File: src/rtl/rf_pkg.sv
package rf_pkg;
  function automatic int sel_width(input int n);
    return (n > 1) ? $clog2(n) : 1;
  endfunction
endpackage

File: src/rtl/rf_word.sv
module rf_word #(
  parameter int DATA_W = 16
) (
  input  logic              clk_i,
  input  logic              rst_ni,
  input  logic              ld_i,
  input  logic [DATA_W-1:0] d_i,
  output logic [DATA_W-1:0] q_o
);
  always_ff @(posedge clk_i or negedge rst_ni) begin
    if (!rst_ni)   q_o <= '0;
    else if (ld_i) q_o <= d_i;
  end


  hold_when_idle_chk: assert property (@(posedge clk_i) disable iff (!rst_ni)
    !ld_i |=> q_o == $past(q_o));
endmodule

File: src/rtl/rf_store.sv
module rf_store #(
  parameter int NUM_REGS = 8,
  parameter int DATA_W   = 16,
  parameter int SEL_W    = rf_pkg::sel_width(NUM_REGS)
) (
  input  logic              clk_i,
  input  logic              rst_ni,
  input  logic              wr_en_i,
  input  logic [SEL_W-1:0]  wr_sel_i,
  input  logic [DATA_W-1:0] wr_data_i,
  input  logic [SEL_W-1:0]  rd0_sel_i,
  input  logic [SEL_W-1:0]  rd1_sel_i,
  output logic [DATA_W-1:0] rd0_data_o,
  output logic [DATA_W-1:0] rd1_data_o
);
  logic [NUM_REGS-1:0] ld;
  logic [DATA_W-1:0]   q [NUM_REGS];

  for (genvar i = 0; i < NUM_REGS; i++) begin : g_word
    assign ld[i] = wr_en_i && (wr_sel_i == SEL_W'(i));
    rf_word #(.DATA_W(DATA_W)) i_word (
      .clk_i (clk_i),
      .rst_ni(rst_ni),
      .ld_i  (ld[i]),
      .d_i   (wr_data_i),
      .q_o   (q[i])
    );
  end

  // unmapped selects read as zero
  always_comb begin
    rd0_data_o = '0;
    rd1_data_o = '0;
    for (int i = 0; i < NUM_REGS; i++) begin
      if (rd0_sel_i == SEL_W'(i)) rd0_data_o = q[i];
      if (rd1_sel_i == SEL_W'(i)) rd1_data_o = q[i];
    end
  end


  single_load_chk: assert property (@(posedge clk_i) disable iff (!rst_ni)
    $onehot0(ld));


  write_lands_chk: assert property (@(posedge clk_i) disable iff (!rst_ni)
    (wr_en_i && (int'(wr_sel_i) < NUM_REGS)) |=> q[$past(wr_sel_i)] == $past(wr_data_i));
endmodule

File: src/rtl/rf_fwd.sv
module rf_fwd #(
  parameter int DATA_W = 16,
  parameter int SEL_W  = 3
) (
  input  logic              wr_en_i,
  input  logic [SEL_W-1:0]  wr_sel_i,
  input  logic [DATA_W-1:0] wr_data_i,
  input  logic [SEL_W-1:0]  rd_sel_i,
  input  logic [DATA_W-1:0] stored_i,
  output logic [DATA_W-1:0] rd_data_o
);
  logic hit;
  assign hit       = wr_en_i && (rd_sel_i == wr_sel_i);
  assign rd_data_o = hit ? wr_data_i : stored_i;
endmodule

File: src/rtl/rf_2r1w.sv
module rf_2r1w #(
  parameter int NUM_REGS = 8,
  parameter int DATA_W   = 16,
  parameter bit FORWARD  = 1'b1,
  localparam int SEL_W   = rf_pkg::sel_width(NUM_REGS)
) (
  input  logic              clk_i,
  input  logic              rst_ni,
  input  logic              wr_en_i,
  input  logic [SEL_W-1:0]  wr_sel_i,
  input  logic [DATA_W-1:0] wr_data_i,
  input  logic [SEL_W-1:0]  rd0_sel_i,
  input  logic [SEL_W-1:0]  rd1_sel_i,
  output logic [DATA_W-1:0] rd0_data_o,
  output logic [DATA_W-1:0] rd1_data_o
);
  logic [DATA_W-1:0] st0, st1;

  rf_store #(.NUM_REGS(NUM_REGS), .DATA_W(DATA_W), .SEL_W(SEL_W)) i_store (
    .clk_i     (clk_i),
    .rst_ni    (rst_ni),
    .wr_en_i   (wr_en_i),
    .wr_sel_i  (wr_sel_i),
    .wr_data_i (wr_data_i),
    .rd0_sel_i (rd0_sel_i),
    .rd1_sel_i (rd1_sel_i),
    .rd0_data_o(st0),
    .rd1_data_o(st1)
  );

  if (FORWARD) begin : g_fwd
    rf_fwd #(.DATA_W(DATA_W), .SEL_W(SEL_W)) i_fwd0 (
      .wr_en_i  (wr_en_i),
      .wr_sel_i (wr_sel_i),
      .wr_data_i(wr_data_i),
      .rd_sel_i (rd0_sel_i),
      .stored_i (st0),
      .rd_data_o(rd0_data_o)
    );
    rf_fwd #(.DATA_W(DATA_W), .SEL_W(SEL_W)) i_fwd1 (
      .wr_en_i  (wr_en_i),
      .wr_sel_i (wr_sel_i),
      .wr_data_i(wr_data_i),
      .rd_sel_i (rd1_sel_i),
      .stored_i (st1),
      .rd_data_o(rd1_data_o)
    );


    fwd_port0_chk: assert property (@(posedge clk_i) disable iff (!rst_ni)
      (wr_en_i && rd0_sel_i == wr_sel_i) |-> rd0_data_o == wr_data_i);

    fwd_port1_chk: assert property (@(posedge clk_i) disable iff (!rst_ni)
      (wr_en_i && rd1_sel_i == wr_sel_i) |-> rd1_data_o == wr_data_i);
  end else begin : g_plain
    assign rd0_data_o = st0;
    assign rd1_data_o = st1;
  end
endmodule

File: config.mk
export PLATFORM = sky130hd
export DESIGN_NAME = rf_2r1w
export DESIGN_NICKNAME = d
export VERILOG_FILES = /design/src/rtl/rf_pkg.sv /design/src/rtl/rf_word.sv /design/src/rtl/rf_store.sv /design/src/rtl/rf_fwd.sv /design/src/rtl/rf_2r1w.sv
export SDC_FILE = /design/constraint.sdc
export NUM_CORES = 1
export LEC_CHECK = 0
export ABC_AREA = 1
export BUFFER_PORTS_ARGS = -buffer_cell sky130_fd_sc_hd__buf_2
export CORE_UTILIZATION = 55
export CTS_BUF_LIST = sky130_fd_sc_hd__clkbuf_8
export DETAILED_ROUTE_END_ITERATION = 8
export GPL_ROUTABILITY_DRIVEN = 1
export PLACE_DENSITY_LB_ADDON = 0.2
export SLEW_MARGIN = 20
export SYNTH_ARGS = -nofsm -noshare
export SYNTH_HDL_FRONTEND = slang
export SYNTH_SLANG_ARGS = --single-unit
File: constraint.sdc
create_clock -name clk_i -period 1.4 [get_ports clk_i]
set_input_delay 0.14 -clock clk_i [delete_from_list [all_inputs] [get_ports clk_i]]
set_output_delay 0.14 -clock clk_i [all_outputs]
set_load 0.005 [all_outputs]
; ---- Word-level counts from Yosys, hierarchy flattened
; Cells that the tools add are included.
; Widths: inputs -> output; s select.
[op_classes]
eq_ne = 23
n_reduce_logical = 13
muxes = 18
[ops]
columns = cell, n
row1 = $mux 16, 18
row2 = $eq 3x3->1 const B, 12
row3 = $eq 3x2->1 const B, 6
row4 = $logic_and 1x1->1, 10
row5 = $eq 3x1->1 const B, 3
row6 = $logic_not 3->1, 3
row7 = $eq 3x3->1, 2
[totals]
regBits = 128
in_bits = 28

; ---- Depth between registers and ports, before layout
; Gate-level depths: netlist of run 1.
[logic_depth]
word_depth = 10
ltp_mapped = 10
ltp_nobuf = 9

; ---- Cells and area by module
; Synthesis of run 1 repeated with hierarchy kept, for this count alone.
[unflattened]
hier_cells = 1155
area_unflattened_um2 = 8209.1
[modules_own_cells]
columns = module, cells_each, instances, area_per_inst_um2
row1 = rf_word, 68, 8, 644.4
row2 = rf_store, 475, 1, 2388.5
row3 = rf_fwd, 68, 2, 332.8

; ---- Worst setup path after synthesis of run 1
; No wires, ideal clock.
[synth_timing]
path_kind = input to output
startpoint = input wr_sel_i[0]
endpoint = output rd0_data_o[11]
arrival_ns = 1.105
cell_stages = 6
required_time_ns = 1.260
setup_slack_ns = 0.155
path_buffers = 2
path_cell_list = buf_2 xor2_1 nor3_4 buf_4 nand2_1 nand2_1
[synth_via]
elab_chain_cells = 3
[synth_rtl]
columns = item, line_no
row1 = from (decl), rf_2r1w.sv:10  ; input logic [SEL_W-1:0] wr_sel_i,
row2 = $eq 3x3->1, rf_fwd.sv:13  ; assign hit = wr_en_i && (rd_sel_i == wr_sel_i);
row3 = $logic_and 1x1->1, rf_fwd.sv:13
row4 = $mux 16, rf_fwd.sv:14  ; assign rd_data_o = hit ? wr_data_i : stored_i;
row5 = to (decl), rf_2r1w.sv:14  ; output logic [DATA_W-1:0] rd0_data_o,
; Every way passes these cells.

; ---- Final worst setup path of run 1
[layout_timing]
startpoint = register i_store.g_word[0].i_word.q_o[8]
endpoint = output rd0_data_o[8]
[layout_via]
elab_chain_cells = 9
[layout_rtl]
columns = item, line_no
row1 = from (decl), rf_word.sv:8  ; output logic [DATA_W-1:0] q_o
row2 = from (signal assigned), rf_word.sv:12  ; else if (ld_i) q_o <= d_i;
row3 = $mux 16 (8 in a row), rf_store.sv:35  ; if (rd0_sel_i == SEL_W'(i)) rd0_data_o = q[i];
row4 = $mux 16, rf_fwd.sv:14
; Every way passes these cells.

==> results.cfg, run 1 <==
[die]
die_y_microns = 118
coreArea_sq_um = 12800
rows = 41
start_util_pct = 57.3
io_pins = 60
die_w_microns = 118
dieArea_sq_um = 13800

[drt]
first_pass_iters = 6
drt_iter0_markers = 926
ant_nets = 0
routedWlPerCell_microns = 17.5
routed_via_density = 5.75
drc_errors = 0
via_count = 7815
wl_mm = 23.8

[final_layout]
num_antenna_cells = 0
largestRegisters = i_store.g_word.i_word.q_o (128)
largest_register_ffs = 128
final_util_pct = 72.4
fin_nets = 1202
fin_cells = 1359
drive_gt1_share_pct = 22.3
top_register = i_store.g_word.i_word.q_o
area_growth_pct = 26.3

[logic_synthesis]
yosys.cell_types.count = 24
ys.flop_type = dfrtp_1
synth_most_common_cell = nand2_1
synth_seq_cells = 128
synth_nets = 1069
yosys.area.top_type = dfrtp_1
synthCells = 1041
yosysSeqAreaShare_pct = 43.6
yosysWarnings = 0
synth.top_cell.area_share_pct = 43.6
synthArstFlopShare_pct = 100
synth-edff-count = 0
synth_common_cells = 323 x nand2_1, 128 x dfrtp_1, 128 x o21ai_0, 98 x nor2_1, 74 x nand4_1
synth_area_leaders = dfrtp_1 44%, nand2_1 16%, o21ai_0 8.7%, nand4_1 6.3%, nor2_1 5.0%
syn_avg_cell_area_sq_um = 7.06
syn_area_sq_um = 7350

[worst_setup_path]
reg2reg_from = i_store.g_word[1].i_word.q_o[6]$_DFFE_PN0P_
slowest_stage = dfrtp_1
r2r_slack_ns = 0.49
max_stage_delay_ns = 0.41
cp-end-kind = output pin
cp.arrival_ns = 1.63
crit_family = simple AND/OR/NAND/NOR gates
startpoint_type = flip-flop
r2r.worst_path.cells = 4
r2r_end = i_store.g_word[1].i_word.q_o[6]$_DFFE_PN0P_
path_max_fanout = 3
path_cells = nand3_1, nand2_1, nor2_2, nand4_1, nand2_1, a21oi_2, buf_2
crit_buf_inv = 1
critPathKind = reg2out
crit_top_cell = nand2_1
worstPathRequired_ns = 1.26

[pwr]
powerDensity_nw_per_um2 = 1150
vdd_drop_max_v = 0.000869
p_leak_nw = 4.61

[global_route]
grtUsageTotal_pct = 35.7
antenna_found_initial = 0
grt_pass1_vias = 7481
grt_max_degree = 59
overflow = 0
grt_pass1_wl_mm = 38.3

[timing]
rsz0062_at_grt = yes
max_freq_mhz = 565
setup_tns_ns = -9.15
hold_violations = 0
finalSetupViolations = 32
period_minus_slack_ns = 1.77
tightest_slew_ns = 0.600
max-slew-margin-rel_pct = 59.9
slew_violations = 0
setup_ws_ns = -0.370
min_period_over_period_pct = 126
fin_skew_ns = 0

[clock_network]
clk_latency_ns = 0.46
path_clk_slew_ns = 0.08
numCtsBuffers = 17
cts.sinks = 128
ctsHtreeMaxLevel = 4
clockBufferDepth = 2
root_buffer = clkbuf_8
cts_tree = yes

[job]
cap_violations = 0

[place]
place.gp.congestion = 0.938
hpwl_mm = 16.3
place_inst = 1293
port_buffers = 59

[run_status]
violations = setup timing
status = finished with violations

[min_path]
hp-class = in2async
-- timing repair --
action	CTS	global route
hold buffers	17	0
pin swaps	28	39
resized for setup	24	25
hold endpoints to repair	144	0
buffers inserted	4	13
endpoints found under the setup margin	32	32
-- layout make-up --
cell class / count / area [sq um]
fillers: 1016 / 3540
well taps: 172 / 215
flip-flops and latches: 128 / 3200
clock buffers: 17 / 234
multi-input cells: 767 / 3700
inverters: 84 / 320
clock inverters: 15 / 145
repair buffers: 176 / 1460
-- per-stage QoR --
stage | hold slack [ns] | total power, mW | area (sq um) | setup slack (ns)
6_report | 0.0957 | 10.7 | 9280 | -0.370
5_1_grt | 0.115 | 11.2 | 9280 | -0.426
4_1_cts | 0.0927 | 10.5 | 9080 | -0.338
3_5_place_dp | 0.0405 | 7.27 | 8420 | -0.272
3_3_place_gp | 0.0425 | 7.19 | 8420 | -0.223
2_1_floorplan | -0.156 | 6.24 | 7350 | 0.155
-- how the worst max path moves through the flow --
stage	end	startpoint	slack, ns	cells after the start
5_1_grt	rd0_data_o[6]	i_store.g_word[1].i_word.q_o[6]$_DFFE_PN0P_	-0.43	8
3_3_place_gp	rd0_data_o[7]	rd0_sel_i[1]	-0.22	9
4_1_cts	rd1_data_o[3]	i_store.g_word[2].i_word.q_o[3]$_DFFE_PN0P_	-0.34	7
3_5_place_dp	rd0_data_o[5]	rd0_sel_i[1]	-0.27	9
6_report	rd0_data_o[8]	i_store.g_word[0].i_word.q_o[8]$_DFFE_PN0P_	-0.37	7
2_1_floorplan	rd0_data_o[11]	wr_sel_i[0]	0.15	6
-- cells by family after synthesis --
family	count (synthesis)	synth area share, %
and+or+nand+nor	570	34.3
AOI/OAI and AO/OA	195	13.3
buffers and inverters	146	8.55
DFF	128	43.6
xor gates and xnor gates	2	0.238
-- layer usage --
| layer | routed length [microns] | vias to the layer above | GRT usage (%) | part of all wire, % |
|---|---|---|---|---|
| li1 | - | 3692 | - | - |
| met1 | 9030 | 3655 | 41.5 | 38 |
| met2 | 12000 | 369 | 61.6 | 50 |
| met3 | 1500 | 99 | 5.57 | 6.3 |
| met4 | 1280 | 0 | 22.9 | 5.4 |
| met5 | 0 | - | 0 | 0 |
-- where the power goes --
group | total, mW | internal [mW] | switching, mW
combinational | 2.57 | 1.10 | 1.47
sequential | 4.96 | 4.40 | 0.565
clock | 3.15 | 1.56 | 1.59
-- cell usage in the layout (no fill, tap or decap), drive strengths merged --
master / instances
clkinvlp: 3
nor2: 100
nand2: 324
clkbuf: 17
xor2: 2
o21ai: 130
inv: 88
bufinv: 2
buf: 159
nor3: 11
nand4: 74
dfrtp: 128
dlygate4sd3: 17
nand3: 61
a21oi: 65
clkinv: 6
Power figures use the tool's default switching activity.
==> inputs of run 2 (changes only) <==
- SYNTH_HIERARCHICAL: default -> 1
==> results.cfg, run 2 <==
[global_route]
grt_pass1_vias = 7421
overflow = 0
grt_pass1_wl_mm = 40.5
antenna_found_initial = 0
grtUsageTotal_pct = 35.3
grt_max_degree = 41

[logic_synthesis]
yosys.cell_types.count = 20
synth_compound_area_share_pct = 0
yosys.area.top_type = dfrtp_1
ys.flop_type = dfrtp_1
synth_fa_ha_area_share_pct = 0
syn_avg_cell_area_sq_um = 7.11
syn_area_sq_um = 8210
synth.top_cell.area_share_pct = 39.0
yosys.area_share.simple_pct = 49.9
synth_top_family_by_area = simple AND/OR/NAND/NOR gates
yosysSeqAreaShare_pct = 39.0
synth.area.mux_share_pct = 0
synth_xor_area_share_pct = 0
synth_common_cells = 538 x nand2_1, 136 x nand4_1, 128 x dfrtp_1, 86 x nor2_1, 78 x nand3_1
synth_nets = 1183
synth_seq_cells = 128
yosysWarnings = 6
synthArstFlopShare_pct = 100
synthCells = 1155
synth_most_common_cell = nand2_1
synth-edff-count = 0
synth_area_leaders = dfrtp_1 39%, nand2_1 25%, nand4_1 10%, nand3_1 4.8%, buf_6 4.1%

[clock_network]
clockBufferDepth = 2
ctsHtreeMaxLevel = 4
cts_tree = yes
clk_latency_ns = 0.45
cts.sinks = 128
numCtsBuffers = 17
root_buffer = clkbuf_8
path_clk_slew_ns = 0.08

[drt]
drc_errors = 0
wl_mm = 25.9
routed_via_density = 5.68
routedWlPerCell_microns = 17.8
drt_iter0_markers = 924
ant_nets = 0
via_count = 8283
first_pass_iters = 5

[pwr]
p_leak_nw = 5.03
powerDensity_nw_per_um2 = 1130
vdd_drop_max_v = 0.000862

[die]
coreArea_sq_um = 14500
dieArea_sq_um = 15400
die_y_microns = 124
start_util_pct = 56.5
die_w_microns = 124
rows = 44
io_pins = 60

[timing]
max_freq_mhz = 534
rsz0062_at_grt = yes
setup_tns_ns = -12.06
hold_violations = 0
setup_ws_ns = -0.474
fin_skew_ns = 0
max-slew-margin-rel_pct = 77.9
period_minus_slack_ns = 1.87
worst_hold_slack_ns = 0.0306
slew_violations = 0
min_period_over_period_pct = 134
finalSetupViolations = 32
tightest_slew_ns = 0.332

[place]
hpwl_mm = 17.9
place.gp.congestion = 1.00
port_buffers = 59

[min_path]
hp-class = in2reg

[worst_setup_path]
path_max_fanout = 3
slowest_stage = dfrtp_1
critPathKind = reg2out
worstPathRequired_ns = 1.26
cp.arrival_ns = 1.73
path_cells = nand4_1, nand4_1, nor2_1, nand4_1, nand2_1, nand2_1, buf_2
cp-end-kind = output pin
startpoint_type = flip-flop
max_stage_delay_ns = 0.43
crit_top_cell = nand4_1

[final_layout]
largest_register_ffs = 128
layout_common_cells = 531 x nand2_1, 136 x nand4_1, 128 x dfrtp_1
top_register = i_store/g_word.i_word/q_o
num_antenna_cells = 0
fillers = 1299
final_common_cell = nand2_1
fin_nets = 1290
largestRegisters = i_store/g_word.i_word/q_o (128)
area_growth_pct = 18.4
drive_gt1_share_pct = 22.7

[run_status]
violations = setup timing
status = finished with violations

[job]
cap_violations = 0
-- run 2: cell types whose count changed after synthesis, moves of 27 or more --
cell,change
nand2_1,+215
a21oi_1,-64
inv_1,-30
buf_6,+27
nand2_2,+47
nand4_1,+62
o21ai_0,-128
-- run 2: critical path: cells and delay by family, from the launching register on --
| kind | cells | cell delay (ns) |
|---|---|---|
| DFF | 1 | 0.43 |
| buffers and inverters | 1 | 0.13 |
| and+or+nand+nor | 6 | 0.72 |
-- run 2: final cells by class --
cell class	instances	area [sq um]	area share, %
Multi-Input combinational cell	902	4200	43.2
Sequential cell	128	3200	33.0
Timing Repair Buffer	158	1460	15.0
Inverter	55	251	2.59
Clock buffer	17	234	2.41
Tap cell	184	230	2.37
Clock inverter	15	140	1.44
-- run 2: logic make-up after synthesis --
group	count (synthesis)
and+or+nand+nor	902
DFF	128
buffers and inverters	125
-- run 2: path summary, 6_finish.rpt --
check                                                             start                                      endpoint  cells past startpoint  slack [ns]
max in group asynchronous                                        rst_ni  i_store/g_word[2].i_word/q_o[14]$_DFFE_PN0P_                      3        0.64
hold / removal                                            wr_data_i[13]  i_store/g_word[5].i_word/q_o[13]$_DFFE_PN0P_                      3        0.03
hold reg to reg             i_store/g_word[4].i_word/q_o[8]$_DFFE_PN0P_   i_store/g_word[4].i_word/q_o[8]$_DFFE_PN0P_                      2        0.48
setup reg to reg           i_store/g_word[2].i_word/q_o[11]$_DFFE_PN0P_  i_store/g_word[2].i_word/q_o[11]$_DFFE_PN0P_                      4        0.53
setup / recovery           i_store/g_word[2].i_word/q_o[14]$_DFFE_PN0P_                                rd1_data_o[14]                      7       -0.47
min in group asynchronous                                        rst_ni   i_store/g_word[1].i_word/q_o[2]$_DFFE_PN0P_                      2        0.13
-- run 2: power by group --
part / leakage, nW / total (mW) / switching [mW] / internal [mW]
clock: 0.190 / 3.07 / 1.64 / 1.42
combinational: 3.23 / 2.91 / 1.68 / 1.23
sequential: 1.61 / 5.04 / 0.652 / 4.39
-- run 2: timing repair --
item,4_1_cts,5_1_grt
setup buffers,18,8
hold buffers,4,0
gates resized for setup,6,26
setup endpoints to repair,32,32
hold endpoints to repair,135,0
pin swaps,63,71
-- run 2: stage by stage --
stage               worst slack [ns]  instances  power, mW  instance area, sq um  utilization, %
detailed placement            -0.180       1397       7.66                  9000            61.9
global route                  -0.499       1459       11.6                  9720            66.9
floorplan                      0.195       1155       6.50                  8210               -
finish                        -0.474       1459       11.0                  9720            66.9
global placement              -0.219       1397       7.59                  9000            61.9
CTS                           -0.430       1451       10.9                  9570            65.8
-- run 2: metal layers --
metal	wire, microns	GRT usage, %
met2	11500	52.2
met4	447	10.4
met5	0	0
met3	2440	6.14
met1	11600	52.6
